==> src/rtl/tlb_perm_pkg.sv <==
package tlb_perm_pkg;
  typedef enum logic [1:0] {
    ACC_FETCH = 2'd0,
    ACC_LOAD  = 2'd1,
    ACC_STORE = 2'd2,
    ACC_RSVD  = 2'd3
  } acc_e;

  typedef enum logic [2:0] {
    OUT_NONE,
    OUT_GRANT,
    OUT_STALL,
    OUT_MISS,
    OUT_IERR,
    OUT_DERR
  } outcome_e;

  typedef struct packed {
    acc_e acc;
    logic spec;
    logic valid;
    logic chg;
    logic grd;
    logic ci;
    logic wt;
  } req_t;
endpackage

==> src/rtl/tlb_req_reg.sv <==
module tlb_req_reg
  import tlb_perm_pkg::*;
#(
  parameter int OFF_W   = 12,
  parameter int SUBPG_N = 4
) (
  input  logic               clk_i,
  input  logic               rst_ni,
  input  logic               req_valid_i,
  input  req_t               req_i,
  input  logic [OFF_W-1:0]   off_i,
  input  logic [SUBPG_N-1:0] mask_i,
  input  logic               hold_i,
  input  logic               spec_i,
  input  logic               cancel_i,
  input  logic               isub_i,
  input  logic               dsub_i,
  output logic               busy_o,
  output req_t               req_o,
  output logic [OFF_W-1:0]   off_o,
  output logic [SUBPG_N-1:0] mask_o,
  output logic               isub_o,
  output logic               dsub_o
);
  logic accept;
  assign accept = req_valid_i & ~hold_i;

  always_ff @(posedge clk_i or negedge rst_ni) begin
    if (!rst_ni) begin
      busy_o <= 1'b0;
      req_o  <= '0;
      off_o  <= '0;
      mask_o <= '0;
    end else if (accept) begin
      busy_o <= 1'b1;
      req_o  <= req_i;
      off_o  <= off_i;
      mask_o <= mask_i;
    end else if (hold_i) begin
      // stalled: cancel frees, else track speculation
      if (cancel_i) busy_o <= 1'b0;
      else          req_o.spec <= spec_i;
    end else begin
      busy_o <= 1'b0;
    end
  end

  always_ff @(posedge clk_i or negedge rst_ni) begin
    if (!rst_ni) begin
      isub_o <= 1'b0;
      dsub_o <= 1'b0;
    end else begin
      isub_o <= isub_i;
      dsub_o <= dsub_i;
    end
  end
endmodule

==> src/rtl/tlb_subpg_chk.sv <==
module tlb_subpg_chk #(
  parameter int OFF_W   = 12,
  parameter int SUBPG_N = 4
) (
  input  logic [OFF_W-1:0]   off_i,
  input  logic [SUBPG_N-1:0] mask_i,
  input  logic               en_i,
  output logic               hit_o
);
  localparam int IDX_W = $clog2(SUBPG_N);

  logic [IDX_W-1:0] idx;
  logic             sel;

  assign idx = off_i[OFF_W-1 -: IDX_W];

  // lowest-address subpage sits on the mask MSB
  always_comb begin
    sel = 1'b0;
    for (int i = 0; i < SUBPG_N; i++) begin
      if (idx == IDX_W'(i)) sel = mask_i[SUBPG_N-1-i];
    end
  end

  assign hit_o = ~en_i | sel;
endmodule

==> src/rtl/tlb_perm_arb.sv <==
module tlb_perm_arb
  import tlb_perm_pkg::*;
(
  input  logic     busy_i,
  input  req_t     req_i,
  input  logic     sub_hit_i,
  output outcome_e out_o
);
  logic is_fetch, is_store;
  assign is_fetch = (req_i.acc == ACC_FETCH);
  assign is_store = (req_i.acc == ACC_STORE);

  always_comb begin
    if (!busy_i)                          out_o = OUT_NONE;
    else if (!req_i.valid || !sub_hit_i)  out_o = OUT_MISS;
    else if (is_fetch && req_i.grd)       out_o = OUT_IERR;
    else if (is_store && !req_i.chg)      out_o = OUT_DERR;
    else if (req_i.spec && req_i.grd)     out_o = OUT_STALL;
    else                                  out_o = OUT_GRANT;
  end
endmodule

==> src/rtl/tlb_perm_check.sv <==
module tlb_perm_check
  import tlb_perm_pkg::*;
#(
  parameter int OFF_W   = 12,
  parameter int SUBPG_N = 4
) (
  input  logic               clk_i,
  input  logic               rst_ni,
  input  logic               req_valid_i,
  input  logic [1:0]         acc_i,
  input  logic [OFF_W-1:0]   off_i,
  input  logic               spec_i,
  input  logic               cancel_i,
  input  logic               ent_valid_i,
  input  logic [SUBPG_N-1:0] ent_mask_i,
  input  logic               ent_chg_i,
  input  logic               ent_grd_i,
  input  logic               ent_ci_i,
  input  logic               ent_wt_i,
  input  logic               isub_en_i,
  input  logic               dsub_en_i,
  output logic               grant_o,
  output logic               stall_o,
  output logic               miss_o,
  output logic               ierr_o,
  output logic               derr_o,
  output logic               inval_o,
  output logic               ci_o,
  output logic               wt_o,
  output logic               mode_err_o
);
  req_t               req_in, req_q;
  logic [OFF_W-1:0]   off_q;
  logic [SUBPG_N-1:0] mask_q;
  logic               busy_q, isub_q, dsub_q;
  logic               sub_en, sub_hit;
  outcome_e           outcome;

  assign req_in = '{acc:   acc_e'(acc_i),
                    spec:  spec_i,
                    valid: ent_valid_i,
                    chg:   ent_chg_i,
                    grd:   ent_grd_i,
                    ci:    ent_ci_i,
                    wt:    ent_wt_i};

  tlb_req_reg #(.OFF_W(OFF_W), .SUBPG_N(SUBPG_N)) i_req (
    .clk_i       (clk_i),
    .rst_ni      (rst_ni),
    .req_valid_i (req_valid_i),
    .req_i       (req_in),
    .off_i       (off_i),
    .mask_i      (ent_mask_i),
    .hold_i      (stall_o),
    .spec_i      (spec_i),
    .cancel_i    (cancel_i),
    .isub_i      (isub_en_i),
    .dsub_i      (dsub_en_i),
    .busy_o      (busy_q),
    .req_o       (req_q),
    .off_o       (off_q),
    .mask_o      (mask_q),
    .isub_o      (isub_q),
    .dsub_o      (dsub_q)
  );

  assign sub_en = (req_q.acc == ACC_FETCH) ? isub_q : dsub_q;

  tlb_subpg_chk #(.OFF_W(OFF_W), .SUBPG_N(SUBPG_N)) i_sub (
    .off_i  (off_q),
    .mask_i (mask_q),
    .en_i   (sub_en),
    .hit_o  (sub_hit)
  );

  tlb_perm_arb i_arb (
    .busy_i    (busy_q),
    .req_i     (req_q),
    .sub_hit_i (sub_hit),
    .out_o     (outcome)
  );

  assign grant_o    = (outcome == OUT_GRANT);
  assign stall_o    = (outcome == OUT_STALL);
  assign miss_o     = (outcome == OUT_MISS);
  assign ierr_o     = (outcome == OUT_IERR);
  assign derr_o     = (outcome == OUT_DERR);
  assign inval_o    = derr_o;
  assign ci_o       = busy_q & req_q.ci;
  assign wt_o       = busy_q & req_q.wt;
  assign mode_err_o = isub_q ^ dsub_q;
endmodule

==> config.mk <==
export PLATFORM = sky130hd
export DESIGN_NAME = tlb_perm_check
export DESIGN_NICKNAME = d
export VERILOG_FILES = /design/src/rtl/tlb_perm_pkg.sv /design/src/rtl/tlb_req_reg.sv /design/src/rtl/tlb_subpg_chk.sv /design/src/rtl/tlb_perm_arb.sv /design/src/rtl/tlb_perm_check.sv
export SDC_FILE = /design/constraint.sdc
export NUM_CORES = 1
export LEC_CHECK = 0
export ABC_CLOCK_PERIOD_IN_PS = 7600
export BUFFER_PORTS_ARGS = -buffer_cell sky130_fd_sc_hd__clkbuf_2
export CAP_MARGIN = 20
export CORE_MARGIN = 8
export CORE_UTILIZATION = 52
export CTS_CLUSTER_SIZE = 30
export DETAILED_ROUTE_END_ITERATION = 10
export PLACE_DENSITY = 0.81
export SLEW_MARGIN = 10
export SYNTH_ARGS = -nofsm -noshare
export SYNTH_HDL_FRONTEND = slang
export SYNTH_HIERARCHICAL = 1
export SYNTH_SLANG_ARGS = --single-unit
==> constraint.sdc <==
create_clock -name clk_i -period 7.6 [get_ports clk_i]
set_input_delay 1.14 -clock clk_i [delete_from_list [all_inputs] [get_ports clk_i]]
set_output_delay 1.14 -clock clk_i [all_outputs]
set_load 0.02 [all_outputs]
# Yosys cells after proc, flatten, opt, wreduce, memory -nomap -nowiden
# Cells that the tools add are included.
# totals
output_inout_bits,9
inputBits,30
reg_bits,27
word_cells,57
# classes
muxes,16
eq_ne,11
bitwise_logic,7
reduce_logical,11
# op_table
op,n
$mux W3,4
$mux W1,11
$eq A2 B2 Y1 const B,3
$eq A3 B2 Y1 const B,2
$eq A3 B3 Y1 const B,2
$logic_not A2 Y1,2
$and A1 B1 Y1,3
$eq A3 B1 Y1 const B,1
$logic_and A1 B1 Y1,3
$logic_not A1 Y1,3
$ne A3 B3 Y1 const B,1
$eq A2 B1 Y1 const B,1
$mux W2,1
$ne A2 B1 Y1 const B,1
$not A1 Y1,2
$reduce_and A2 Y1,1
$reduce_bool A2 Y1,1
$logic_or A1 B1 Y1,1
$or A1 B1 Y1,1
$xor A1 B1 Y1,1

# Longest topological paths before layout
# depth
depth_word,15
depth_mapped,11
depth_no_buf,9

# Hierarchy
# Netlist, hierarchy kept.
# by_module_without_submodules
module,seq_area_each_um2,instances,area_each_um2,cells_per_inst
tlb_req_reg,675.6,1,1108.6,59
tlb_perm_check,0.0,1,83.8,11
tlb_perm_arb,0.0,1,67.6,11
tlb_subpg_chk,0.0,1,28.8,2

# Least setup slack after synthesis
# OpenSTA, ideal clock, no wires.
# synth_timing
kind,reg-to-output
startpoint,reg i_req.off_o[10]
endpoint,out stall_o
path_buffers,0
arrival_ns,2.244
required_ns,6.460
path_stages_with_launch,7
path_slack_ns,4.216
path_cell_list,dfrtp_1 -> mux4_2 -> nand2b_1 -> nand2_1 -> a211oi_2 -> nor3_1 -> nor3b_1
# synth_between
elab_chain_len,11
elab_cells_between_ends,14
classes_between,eq/ne (4); mux (6); bitwise (1); reduce/logical (3)
# synth_lines
element,line,text
start: declaration,tlb_req_reg.sv:20,"output logic [OFF_W-1:0] off_o,"
start signal: assignment,tlb_req_reg.sv:37,off_o <= off_i;
$logic_not A2 Y1,tlb_subpg_chk.sv:21,if (idx == IDX_W'(i)) sel = mask_i[SUBPG_N-1-i];
$mux W1 (3 in a row),tlb_subpg_chk.sv:21,
$mux W1 *,tlb_subpg_chk.sv:21,
$or A1 B1 Y1 *,tlb_subpg_chk.sv:25,assign hit_o = ~en_i | sel;
named net sub_hit,tlb_perm_check.sv:36,"logic sub_en, sub_hit;"
$logic_not A1 Y1 *,tlb_perm_arb.sv:15,else if (!req_i.valid || !sub_hit_i) out_o = OUT_MISS;
$logic_or A1 B1 Y1 *,tlb_perm_arb.sv:15,
$mux W3 *,tlb_perm_arb.sv:15,
$mux W3 *,tlb_perm_arb.sv:14,if (!busy_i) out_o = OUT_NONE;
named net outcome[1],tlb_perm_check.sv:37,outcome_e outcome;
$eq A3 B2 Y1 *,tlb_perm_check.sv:84,assign stall_o = (outcome == OUT_STALL);
end: declaration,tlb_perm_check.sv:23,"output logic stall_o,"
# Mark *: on every way through the listed nets, which the timed path passes. The rest lies on a longest branch.

# Worst setup path in the final report
# Ends and elaborated chain as after synthesis.

==> key figures <==
Hold path
  – Hold path start: i_req/req_o[0]
  – Hold depth: 1
  – Worst min path class: reg -> reg

Setup path
  – Crit path max fanout: 5
  – CP Data Required Time: 6.46 ns
  – Critical path origin: i_req/off_o[10]
  – Worst endpoint data arrival time: 2.72 ns
  – FF-to-FF Start: i_req/off_o[10]
  – Critical path launch point type: register
  – Worst reg-to-reg path cell count: 8
  – Critical path class: reg -> out
  – Endpoint class of the critical path: primary output

Floorplanning
  – Die span in y: 57.6 um
  – Initial Utilization: 53.9%
  – Die area: 3320 um^2
  – Row Count: 15
  – IO Count: 39
  – Die width: 57.6 um
  – Core Region: 1670 um^2

Cells and area
  – Share of layout cells above drive strength 1: 53.8%
  – Final instance area: 1030 um^2
  – Synthesis-to-layout area growth: 14.5%
  – Final Core Density: 61.6%
  – Final nets: 122
  – Antenna cells: 0

Clock network
  – Clock Sink Count: 17
  – Num CTS Buffers: 3
  – Worst-path clk slew: 0.10 ns
  – Clock insertion delay at the later pin of the skew report: 0.29 ns
  – Max clock buf depth: 2
  – Post-CTS setup buffer count: 0
  – Post-CTS sizing: 0
  – Htree depth: 1
  – CTS tree: yes
  – CTS Hold Buffers Added: 0
  – CTS root buf: clkbuf_4

GRT
  – Initial antenna violation count: 0
  – Largest net degree at the start of global routing: 18
  – Total track usage: 11.6%
  – First-pass GRT wire length: 2.98 mm
  – Grt ovf: 0
  – Vias in the first global route: 668

Routing
  – Drt wl/cell: 16.4 um
  – Vias/cell: 5.46
  – Detailed-route via count: 590
  – DRC Markers: 0
  – Post-Route WL: 1.78 mm
  – Final antenna-violating net count: 0
  – 1st-pass router iterations: 4
  – 1st-iter DRT viols: 3

Power and ir drop
  – Leak Pwr: 0.528 nW
  – Cell Pwr Density: 335 nW/um^2
  – Max IR drop VDD: 178 uV

Yosys
  – Syn Std Cell Area: 900 um^2
  – Synth Instances: 63
  – Synth warn: 6
  – Syn Area/Cell: 14.3 um^2
  – Syn nets: 93

Timing
  – Post-route setup slack: 3.74 ns
  – # setup viols final: 0
  – Clock Skews: 0.00184 ns
  – Count of pins over their slew limit: 0
  – Hold Worst Slack: 0.525 ns
  – Least-Margin Pin Slew: 0.940 ns
  – Slew headroom: 37.0%
  – Fmax: 0.259 GHz
  – Final min period: 3.86 ns
  – Crit share post-route: 50.8%
  – RSZ-0062 raised after global routing: no
  – Setup TNS: 0 ns
  – Endpoints failing hold: 0

Outcome
  – Run status: finished, final reports clean

Placed design
  – Dpl cell area: 1000 um^2
  – DP Worst Slack: 4.12 ns
  – GPL Wtd Cong: 0.718
  – I/O Buffers: 28

Flow run
  – Max cap viols: 0
[layer usage]
layer	wire (um)	vias to the layer above	share of wire [%]	global-route usage [%]
li1	-	277	-	-
met3	84	0	4.7	4.26
met5	0	-	0	0
met1	744	296	42	12.3
met4	0	0	0	2.14
met2	948	17	53	21.4
[cell type report]
class	count	area, um^2
Multi-Input combinational cell	40	408
Timing Repair Buffer	28	140
Clock inverter	1	5.00
Tap cell	17	21.3
Clock buffer	3	22.5
Inverter	2	7.51
Sequential cell	17	425
Fill cell	152	641
[placed cells by master, fill, tap and decap left out, types with 2 or more instances in the layout]
cell and n:
and3b_1 2, and2_1 3, mux2i_1 3, nor3b_1 3
nand2b_1 3, inv_1 2, mux2_4 12, clkbuf_2 28
clkbuf_4 3, dfrtp_1 17
[flip-flops by register name, indices dropped and copies added, names as in the netlist]
| name | cells |
|---|---|
| i_req/busy_o | 1 |
| i_req/dsub_o | 1 |
| i_req/isub_o | 1 |
| i_req/mask_o | 4 |
| i_req/off_o | 2 |
| i_req/req_o | 8 |
[power by group]
group	internal (mW)	switching (mW)
logic	0.0810	0.0660
clock network	0.0195	0.0283
registers	0.121	0.0288
[worst max-delay path, cell delays in order (launching register included)]
cell	delay, ns
dfrtp_1	0.40
mux4_2	0.49
nand2b_1	0.18
nand2_1	0.11
a211oi_2	0.05
nor3_1	0.34
nor3b_1	0.57
clkbuf_2	0.28
[metrics by stage]
step | cells | power, mW
floorplan | 63 | 0.274
global placement | 104 | 0.291
detailed placement | 104 | 0.298
CTS | 108 | 0.348
global route | 108 | 0.366
finish | 108 | 0.345
[path summary, 6_finish.rpt]
path | to | slack (ns)
min in group asynchronous | i_req/mask_o[1] | 0.76
worst max register to register | i_req/req_o[6] | 4.62
worst max-delay path | stall_o | 3.74
worst min register to register | i_req/req_o[0] | 0.52
worst min-delay path | i_req/req_o[0] | 0.52
max in group asynchronous | i_req/req_o[3] | 6.55
(Power assumes the default switching activity.)
